==> config.mk <==
export PLATFORM = sky130hd
export DESIGN_NAME = strap_sample_ctrl
export DESIGN_NICKNAME = d
export VERILOG_FILES = /design/src/rtl/strap_pkg.sv /design/src/rtl/strap_rst_sync.sv /design/src/rtl/strap_pin_sync.sv /design/src/rtl/strap_window_timer.sv /design/src/rtl/strap_capture.sv /design/src/rtl/strap_sample_ctrl.sv
export SDC_FILE = /design/constraint.sdc
export NUM_CORES = 1
export LEC_CHECK = 0
export ABC_AREA = 1
export BUFFER_PORTS_ARGS = -buffer_cell sky130_fd_sc_hd__buf_2
export CAP_MARGIN = 20
export CORE_AREA = 2 2 87 89
export CTS_CLUSTER_DIAMETER = 50
export DETAILED_ROUTE_END_ITERATION = 12
export DIE_AREA = 0 0 89 91
export GPL_ROUTABILITY_DRIVEN = 0
export GPL_TIMING_DRIVEN = 0
export PLACE_DENSITY = 0.39
export SKIP_LAST_GASP = 1
export SYNTH_ARGS = -nofsm -noshare
export SYNTH_HDL_FRONTEND = slang
export SYNTH_SLANG_ARGS = --single-unit
==> constraint.sdc <==
create_clock -name clk -period 1.2 [get_ports clk]
set_input_delay 0.3 -clock clk [delete_from_list [all_inputs] [get_ports clk]]
set_output_delay 0.3 -clock clk [all_outputs]
set_load 0.05 [all_outputs]
==> src/rtl/strap_pkg.sv <==
package strap_pkg;
  localparam int unsigned STRAP_PINS = 5;
  localparam int unsigned CODE_BITS  = 4;
  // 2 ms at a 50 MHz sampling clock
  localparam int unsigned WIN_DEFAULT = 100000;
endpackage

==> src/rtl/strap_rst_sync.sv <==
module strap_rst_sync (
  input  logic clk,
  input  logic pwr_good,
  output logic rst_n
);
  logic s1_q, s2_q;

  always_ff @(posedge clk or negedge pwr_good) begin
    if (!pwr_good) begin
      s1_q <= 1'b0;
      s2_q <= 1'b0;
    end else begin
      s1_q <= 1'b1;
      s2_q <= s1_q;
    end
  end

  assign rst_n = s2_q;
endmodule

==> src/rtl/strap_pin_sync.sv <==
module strap_pin_sync #(
  parameter int unsigned WIDTH = 5
) (
  input  logic             clk,
  input  logic             rst_n,
  input  logic [WIDTH-1:0] d,
  output logic [WIDTH-1:0] q
);
  for (genvar i = 0; i < WIDTH; i++) begin : g_bit
    logic m_q, o_q;
    always_ff @(posedge clk or negedge rst_n) begin
      if (!rst_n) begin
        m_q <= 1'b0;
        o_q <= 1'b0;
      end else begin
        m_q <= d[i];
        o_q <= m_q;
      end
    end
    assign q[i] = o_q;
  end
endmodule

==> src/rtl/strap_window_timer.sv <==
module strap_window_timer #(
  parameter int unsigned WIN_TICKS = 100000,
  localparam int unsigned CNT_W = (WIN_TICKS > 1) ? $clog2(WIN_TICKS) : 1
) (
  input  logic             clk,
  input  logic             rst_n,
  input  logic             stop,
  output logic [CNT_W-1:0] cnt,
  output logic             last_tick
);
  localparam logic [CNT_W-1:0] CNT_MAX = CNT_W'(WIN_TICKS - 1);

  logic [CNT_W-1:0] cnt_q, cnt_d;
  logic             at_max;

  assign at_max    = (cnt_q == CNT_MAX);
  assign last_tick = at_max && !stop;

  always_comb begin
    cnt_d = cnt_q;
    if (!stop && !at_max) cnt_d = cnt_q + CNT_W'(1);
  end

  always_ff @(posedge clk or negedge rst_n) begin
    if (!rst_n) cnt_q <= '0;
    else        cnt_q <= cnt_d;
  end

  assign cnt = cnt_q;
endmodule

==> src/rtl/strap_capture.sv <==
module strap_capture #(
  parameter int unsigned WIDTH = 5
) (
  input  logic             clk,
  input  logic             rst_n,
  input  logic             take,
  input  logic [WIDTH-1:0] pins_sync,
  output logic             captured,
  output logic             done,
  output logic [WIDTH-1:0] strap_q
);
  logic             cap_q, cap_d, done_q, done_d;
  logic [WIDTH-1:0] strap_r, strap_d;

  always_comb begin
    cap_d   = cap_q | take;
    done_d  = cap_q;
    strap_d = strap_r;
    if (take) strap_d = pins_sync;
  end

  always_ff @(posedge clk or negedge rst_n) begin
    if (!rst_n) begin
      cap_q   <= 1'b0;
      done_q  <= 1'b0;
      strap_r <= '0;
    end else begin
      cap_q   <= cap_d;
      done_q  <= done_d;
      strap_r <= strap_d;
    end
  end

  assign captured = cap_q;
  assign done     = done_q;
  assign strap_q  = strap_r;

  // straps frozen after capture
  a_r5_strap_hold: assert property (@(posedge clk) disable iff (!rst_n)
    cap_q |=> $stable(strap_r));
  // done is sticky and implies a capture
  a_r6_done_sticky: assert property (@(posedge clk) disable iff (!rst_n)
    done_q |=> done_q);
  a_r6_done_after_cap: assert property (@(posedge clk) disable iff (!rst_n)
    done_q |-> cap_q);
endmodule

==> src/rtl/strap_sample_ctrl.sv <==
module strap_sample_ctrl
  import strap_pkg::*;
#(
  parameter int unsigned NPINS     = STRAP_PINS,
  parameter int unsigned CODE_W    = CODE_BITS,
  parameter int unsigned WIN_TICKS = WIN_DEFAULT
) (
  input  logic              clk,
  input  logic              pwr_good,
  input  logic [NPINS-1:0]  pin_in,
  input  logic [NPINS-1:0]  clk_src,
  input  logic              reg_src,
  input  logic [CODE_W-1:0] reg_code,
  output logic [NPINS-1:0]  pin_oe,
  output logic [NPINS-1:0]  pin_drive,
  output logic [NPINS-1:0]  strap_q,
  output logic [CODE_W-1:0] freq_code,
  output logic              sample_done
);
  localparam int unsigned CNT_W = (WIN_TICKS > 1) ? $clog2(WIN_TICKS) : 1;
  localparam logic [CNT_W-1:0] CNT_MAX = CNT_W'(WIN_TICKS - 1);

  logic             rst_n;
  logic [NPINS-1:0] pins_sync;
  logic [CNT_W-1:0] cnt;
  logic             last_tick, captured, done;

  strap_rst_sync u_rst (
    .clk      (clk),
    .pwr_good (pwr_good),
    .rst_n    (rst_n)
  );

  strap_pin_sync #(.WIDTH(NPINS)) u_sync (
    .clk   (clk),
    .rst_n (rst_n),
    .d     (pin_in),
    .q     (pins_sync)
  );

  strap_window_timer #(.WIN_TICKS(WIN_TICKS)) u_tmr (
    .clk       (clk),
    .rst_n     (rst_n),
    .stop      (captured),
    .cnt       (cnt),
    .last_tick (last_tick)
  );

  strap_capture #(.WIDTH(NPINS)) u_cap (
    .clk       (clk),
    .rst_n     (rst_n),
    .take      (last_tick),
    .pins_sync (pins_sync),
    .captured  (captured),
    .done      (done),
    .strap_q   (strap_q)
  );

  for (genvar i = 0; i < NPINS; i++) begin : g_pad
    assign pin_oe[i]    = done;
    assign pin_drive[i] = done & clk_src[i];
  end

  assign freq_code   = reg_src ? reg_code : strap_q[CODE_W-1:0];
  assign sample_done = done;

  // no driver enabled before the capture
  a_r2_quiet_window: assert property (@(posedge clk) disable iff (!rst_n)
    !captured |-> (pin_oe == '0));
  // capture only on the terminal count of the window
  a_r3_cap_at_end: assert property (@(posedge clk) disable iff (!rst_n)
    $rose(captured) |-> ($past(cnt) == CNT_MAX));
endmodule

==> run metrics, run 1 <==
failing checks negative setup slack; Worst Setup Slack, final -0.310 ns; clock tree from TritonCTS done; number of cell rows 31; hold_ws 0.115 ns; area of the core region 0.00714 mm²; Static Leakage 1.36 nW; number of global-route vias before repair 1,532; setup repair after global routing missed its margin yes; power share of the clock group 0.440; arrival time of data at the critical path endpoint 1.21 ns; number of synthesized flops with an enable pin 0; clock input transition at the sequential cells of the worst setup and hold paths 0.07 ns; # diodes 0; terminating pin of the worst hold path u_sync.g_bit[0].m_q$_DFF_PN0_; vertical die dimension 91 µm; fin cells 374; violation count after the first detailed-route iteration 51; clock tree skew after final layout 0.00257 ns; Routed met2 length 2290 µm; TritonCTS sink count 36; Final Setup Violations 42; Post-synth top cells 65 x sky130_fd_sc_hd__nand2_1, 36 x sky130_fd_sc_hd__dfrtp_1, 23 x sky130_fd_sc_hd__inv_1; mean instance size in the synthesized netlist 8.56 µm²; Post-Route Setup TNS -6.63 ns; count leader, synth sky130_fd_sc_hd__nand2_1; share of layout cells above drive strength 1 0.538; number of remaining DRC errors 0; io pins 37; Post-synth ARST share 1.00; count of antenna-violating nets left after detailed routing 0; sort of element at the end of the critical path output port; Buffers & Inverters on Critical Path 3; number of max-cap violations 0; initial antenna violation count 0; period utilisation layout 1.26; Critical Setup Path Class reg2out; maximum clock insertion buffer count 2; area of combinational cells with multiple inputs 966 µm²; switching part of the total 0.214; cell types occupying the most area after synthesis sky130_fd_sc_hd__dfrtp_1 52%, sky130_fd_sc_hd__nand2_1 14%, sky130_fd_sc_hd__inv_1 5.0%; footprint of the flip-flops and latches 917 µm²; post-synth cell types 27; Slew HR 0.497; count of filler cells inserted in the layout 728; TritonCTS buffer count 5; final critical delay including setup and external delays 1.51 ns; net switching power 0.515 mW; count of synthesis-stage warnings from yosys 0; FF-to-FF Start u_tmr.cnt[0]$_DFFE_PN0P_; wire length of the first global-routing pass 7010 µm; hold-critical path depth 1; cell-by-cell listing of the critical path buf_12 > nand2_2 > clkinvlp_4 > buf_6; total half-perimeter wirelength after legalization and detailed placement 2670 µm; proportion of netlist area held by the largest area contributor 0.521; Synth Register Bits 36; depth of the CTS H-tree 2; start point of the worst hold path pin_in[0]; met1 wire length 1890 µm; proportion of power drawn by flip-flops and latches 0.522; FF-to-FF setup slack -0.13 ns; clock network latency to the later pin of the worst-skew pair 0.28 ns; crit-path max cell delay 0.49 ns; cell area reported after detailed placement 0.00209 mm²; met3 wire length 131 µm; Main synth FF type sky130_fd_sc_hd__dfrtp_1; required time of the critical path 0.90 ns; worst-case vdd ir drop 0.442 mV; type of the worst min-delay path in2reg; maximum number of pins on one net before global-route repair 35; root buffer cell sky130_fd_sc_hd__clkbuf_8; drt total wl 4390 µm; transition time at the pin with the least slew margin 0.755 ns; combinational fraction of design power 0.038; end of the worst register-to-register path u_tmr.cnt[1]$_DFFE_PN0P_; Top delay family on crit path flip-flops; Achievable Freq 0.662 GHz; DR vias/cell 4.00; P_int 1.90 mW; total via count after detailed routing 1,497; Routed wire per std cell 11.7 µm; grt total ovfl 0; global-route usage over all layers 0.111; I/O Buffers 36; Synth area leader sky130_fd_sc_hd__dfrtp_1; highest routed metal layer met4; utilization after layout 0.401; pwr dens 843 mW/mm²; number of standard cells after synthesis 202; Post-layout nets 292; Post-Synthesis Net Count 220; Die Width 89 µm; count of placed standard cells including taps 337; max-slew violations 0; cell at the slowest stage of the critical path sky130_fd_sc_hd__dfrtp_4; Final Hold Vio Count 0; maximum net fanout on the critical path 6; Starting Density 0.242; area of all placed cells without fillers 0.00286 mm²; drt first pass iters 6; Synth Cell Area 0.00173 mm²; layout overhead on the synthesized area 65.3%; sort of element at the start of the critical path flip-flop; overall power of the completed layout 2.41 mW; cells on worst reg2reg path 7; run status finished, violations left; Worst Setup Slack post-DPL -0.206 ns; total die area 0.00810 mm²; sequential share of the synthesized area 0.521
==> cell families after synthesis <==
| family | synth area share |
|---|---|
| XOR/XNOR | 0.0355 |
| multiplexers | 0.0260 |
| AO/OA/AOI/OAI | 0.00578 |
| buffers and inverters | 0.0810 |
| AND/OR/NAND/NOR | 0.321 |
| other | 0.00217 |
| flip-flops | 0.521 |
| adder cells (fa/ha/maj) | 0.00723 |
==> sequential cells by signal, summed over array words and instances, names as in the netlist <==
signal	flops
u_sync.g_bit.m_q	5
u_cap.captured	1
u_cap.strap_q	5
u_cap.done	1
u_tmr.cnt	17
u_sync.g_bit.o_q	5
u_rst.s1_q	1
u_rst.rst_n	1
==> worst max path at each step <==
stage	start	end	slack, ns	depth (start not counted)
CTS	u_cap.done$_DFF_PN0_	pin_drive[0]	-0.32	3
floorplan	u_cap.done$_DFF_PN0_	pin_drive[0]	-0.03	2
global placement	u_rst.rst_n$_DFF_PN0_	u_cap.done$_DFF_PN0_	-0.60	0
detailed placement	u_tmr.cnt[0]$_DFFE_PN0P_	u_tmr.cnt[14]$_DFFE_PN0P_	-0.21	6
finish	u_cap.done$_DFF_PN0_	pin_drive[2]	-0.31	4
global route	u_cap.done$_DFF_PN0_	pin_drive[2]	-0.35	4
==> layer usage <==
metal  up-vias  GRT usage
met5         -          0
met4         0     0.0435
met3         5     0.0255
met2        26      0.181
met1       698      0.141
li1        768          -
==> cell usage in the layout (no fill, tap or decap), types with 4 or more instances in the layout <==
cell type                    synthesis  layout
sky130_fd_sc_hd__buf_2               1      17
sky130_fd_sc_hd__buf_4               5      23
sky130_fd_sc_hd__buf_6               0      22
sky130_fd_sc_hd__buf_8               0       6
sky130_fd_sc_hd__clkbuf_8            0       5
sky130_fd_sc_hd__clkinvlp_4          0       5
sky130_fd_sc_hd__dfrtp_1            36      25
sky130_fd_sc_hd__dfrtp_2             0      10
sky130_fd_sc_hd__inv_1              23      14
sky130_fd_sc_hd__inv_2               2       5
sky130_fd_sc_hd__mux2_4              0       4
sky130_fd_sc_hd__nand2_1            65      50
sky130_fd_sc_hd__nand2_2             1      11
sky130_fd_sc_hd__nand2_4             1       6
sky130_fd_sc_hd__nand3_1            15      10
sky130_fd_sc_hd__nand3_4             1       5
sky130_fd_sc_hd__nand4_1             6       6
sky130_fd_sc_hd__nor2_1             19       7
sky130_fd_sc_hd__nor2_2              3       4
sky130_fd_sc_hd__nor2_4              0      11
sky130_fd_sc_hd__xor2_1              6       6
==> layout make-up <==
cell class	instances	area share
multi-input cells	135	0.338
flip-flops and latches	36	0.321
repair buffers	64	0.203
well taps	99	0.0433
inverters	26	0.0416
clock buffers	6	0.0254
plain buffers	6	0.0158
clock inverters	2	0.0123
==> power by group through the flow <==
stage | Sequential, mW | Clock, mW | Combinational, mW
2_1_floorplan | 1.28 | 0 | 0.0400
3_3_place_gp | 1.29 | 0 | 0.0756
3_5_place_dp | 1.29 | 0 | 0.0760
4_1_cts | 1.26 | 1.09 | 0.0908
5_1_grt | 1.27 | 1.15 | 0.0961
6_report | 1.26 | 1.06 | 0.0909
==> what timing repair did <==
item                                    CTS  global route
setup buffers                            16            14
gates resized for setup                  64            70
hold endpoints to repair                  2             0
endpoints found under the setup margin   42            41
cloned                                    1             0
pin swaps                                10            15
hold buffers                              1             0
Power figures use the tool's default switching activity.
==> run 2, diff against run 1 <==
==> constraint.sdc (replaced) <==
create_clock -name clk -period 1.2 [get_ports clk]
set_input_delay 0.06 -clock clk [delete_from_list [all_inputs] [get_ports clk]]
set_output_delay 0.06 -clock clk [all_outputs]
set_load 0.05 [all_outputs]
==> run metrics, run 2 (synthesized netlist as in run 1, its figures left out) <==
run status finished, violations left (unchanged); failing checks negative setup slack (unchanged); Final Hold Vio Count 0 (unchanged); number of remaining DRC errors 0 (unchanged); Die Width 89 µm (unchanged); met3 wire length 163 µm (was 131 µm); I/O Buffers 36 (unchanged); worst-case vdd ir drop 0.420 mV (was 0.442 mV); vertical die dimension 91 µm (unchanged); TritonCTS sink count 36 (unchanged); required time of the critical path 1.39 ns (was 0.90 ns); FF-to-FF setup slack -0.11 ns (was -0.13 ns); maximum number of pins on one net before global-route repair 35 (unchanged); leading cell type in the layout, fill and taps excluded sky130_fd_sc_hd__nand2_1 (unchanged); wire length of the first global-routing pass 6330 µm (was 7010 µm); met1 wire length 1770 µm (was 1890 µm); sort of element at the start of the critical path flip-flop (unchanged); clock network latency to the later pin of the worst-skew pair 0.29 ns (was 0.28 ns); initial antenna violation count 0 (unchanged); final critical delay including setup and external delays 1.31 ns (was 1.51 ns); area of all placed cells without fillers 0.00262 mm² (was 0.00286 mm²); clock tree skew after final layout 0.00421 ns (was 0.00257 ns); cells on worst reg2reg path 7 (unchanged); total via count after detailed routing 1,489 (was 1,497); overall power of the completed layout 2.25 mW (was 2.41 mW); pwr dens 860 mW/mm² (was 843 mW/mm²); DR vias/cell 4.02 (was 4.00); Post-layout nets 288 (was 292); cell area reported after detailed placement 0.00204 mm² (was 0.00209 mm²); Achievable Freq 0.764 GHz (was 0.662 GHz); Critical Setup Path Class reg2reg (was reg2out); transition time at the pin with the least slew margin 0.753 ns (was 0.755 ns); type of the worst min-delay path in2async (was in2reg); maximum clock insertion buffer count 2 (unchanged); hold_ws 0.0719 ns (was 0.115 ns); FF-to-FF Start u_tmr.cnt[0]$_DFFE_PN0P_ (unchanged); Final Setup Violations 25 (was 42); share of layout cells above drive strength 1 0.443 (was 0.538); setup repair after global routing missed its margin yes (unchanged); Worst Setup Slack post-DPL -0.201 ns (was -0.206 ns); arrival time of data at the critical path endpoint 1.49 ns (was 1.21 ns); drt first pass iters 4 (was 6); end of the worst register-to-register path u_cap.strap_q[3]$_DFFE_PN0P_ (was u_tmr.cnt[1]$_DFFE_PN0P_); number of global-route vias before repair 1,382 (was 1,532); sort of element at the end of the critical path flip-flop (was output port); Largest register FFs 17 (unchanged); io pins 37 (unchanged); fin cells 370 (was 374); utilization after layout 0.367 (was 0.401); violation count after the first detailed-route iteration 71 (was 51); Routed met2 length 1950 µm (was 2290 µm); TritonCTS buffer count 5 (unchanged); Post-Route Setup TNS -1.48 ns (was -6.63 ns); global-route usage over all layers 0.102 (was 0.111); count of filler cells inserted in the layout 754 (was 728); max-slew violations 0 (unchanged); drt total wl 3970 µm (was 4390 µm); Static Leakage 1.32 nW (was 1.36 nW); Worst Setup Slack, final -0.109 ns (was -0.310 ns); Routed wire per std cell 10.7 µm (was 11.7 µm); commonest cells after routing, fill and taps aside 58 x sky130_fd_sc_hd__nand2_1, 31 x sky130_fd_sc_hd__dfrtp_1, 27 x sky130_fd_sc_hd__buf_4 (was 50 x sky130_fd_sc_hd__nand2_1, 25 x sky130_fd_sc_hd__dfrtp_1, 23 x sky130_fd_sc_hd__buf_4); clock input transition at the sequential cells of the worst setup and hold paths 0.08 ns (was 0.07 ns); CP Capture Point u_cap.strap_q[3]$_DFFE_PN0P_ (was pin_drive[2]); start point of the critical path u_tmr.cnt[0]$_DFFE_PN0P_ (was u_cap.done$_DFF_PN0_); total half-perimeter wirelength after legalization and detailed placement 2680 µm (was 2670 µm); clock tree from TritonCTS done (unchanged); root buffer cell sky130_fd_sc_hd__clkbuf_8 (unchanged); maximum net fanout on the critical path 5 (was 6); layout overhead on the synthesized area 51.4% (was 65.3%); Slew HR 0.498 (was 0.497); count of antenna-violating nets left after detailed routing 0 (unchanged); grt total ovfl 0 (unchanged); count of placed standard cells including taps 337 (unchanged); # diodes 0 (unchanged); depth of the CTS H-tree 2 (unchanged); Starting Density 0.242 (unchanged); area of the core region 0.00714 mm² (unchanged); highest routed metal layer met4 (unchanged); number of max-cap violations 0 (unchanged); number of cell rows 31 (unchanged); total die area 0.00810 mm² (unchanged); period utilisation layout 1.09 (was 1.26)
[run 2: layout make-up]
cell class | count | area, µm² | area share
clock buffers | 5 | 68.8 | 0.0263
repair buffers | 60 | 438 | 0.167
clock inverters | 3 | 23.8 | 0.00908
plain buffers | 6 | 45.0 | 0.0172
flip-flops and latches | 36 | 907 | 0.346
well taps | 99 | 124 | 0.0473
inverters | 26 | 97.6 | 0.0373
multi-input cells | 135 | 915 | 0.349
[run 2: worst min-delay path by stage]
stage	from	to	slack, ns	cells after the start
6_report	pwr_good	u_rst.s1_q$_DFF_PN0_	0.07	2
3_3_place_gp	pwr_good	u_rst.rst_n$_DFF_PN0_	-0.15	1
3_5_place_dp	pwr_good	u_rst.s1_q$_DFF_PN0_	-0.15	1
2_1_floorplan	pwr_good	u_rst.rst_n$_DFF_PN0_	-0.24	0
5_1_grt	pwr_good	u_rst.rst_n$_DFF_PN0_	0.06	2
4_1_cts	pwr_good	u_rst.rst_n$_DFF_PN0_	0.06	2
[run 2: routing by layer]
| metal | global-route usage | vias up |
|---|---|---|
| met5 | 0 | - |
| met4 | 0.0448 | 0 |
| met3 | 0.0273 | 7 |
| met2 | 0.167 | 35 |
| met1 | 0.124 | 687 |
| li1 | - | 760 |
[run 2: worst max-delay path, cell delays in order, from the launching register on]
cell and delay, ns:
sky130_fd_sc_hd__dfrtp_2 0.40, sky130_fd_sc_hd__ha_4 0.18, sky130_fd_sc_hd__nand2_4 0.05, sky130_fd_sc_hd__nor2_4 0.17
sky130_fd_sc_hd__buf_6 0.13, sky130_fd_sc_hd__nand4_4 0.13, sky130_fd_sc_hd__nand2_1 0.10, sky130_fd_sc_hd__nand2_1 0.05
[run 2: power breakdown]
| part | switching (mW) | internal [mW] | total, mW |
|---|---|---|---|
| combinational | 0.0425 | 0.0509 | 0.0934 |
| sequential | 0.0263 | 1.23 | 1.26 |
| clock | 0.488 | 0.411 | 0.899 |
[run 2: repair_timing]
item / 4_1_cts / 5_1_grt
buffers inserted: 7 / 11
cloned: 0 / 1
hold endpoints to repair: 7 / 0
setup endpoints to repair: 33 / 30
pin swaps: 5 / 12
hold buffers: 6 / 0
resized for setup: 38 / 35
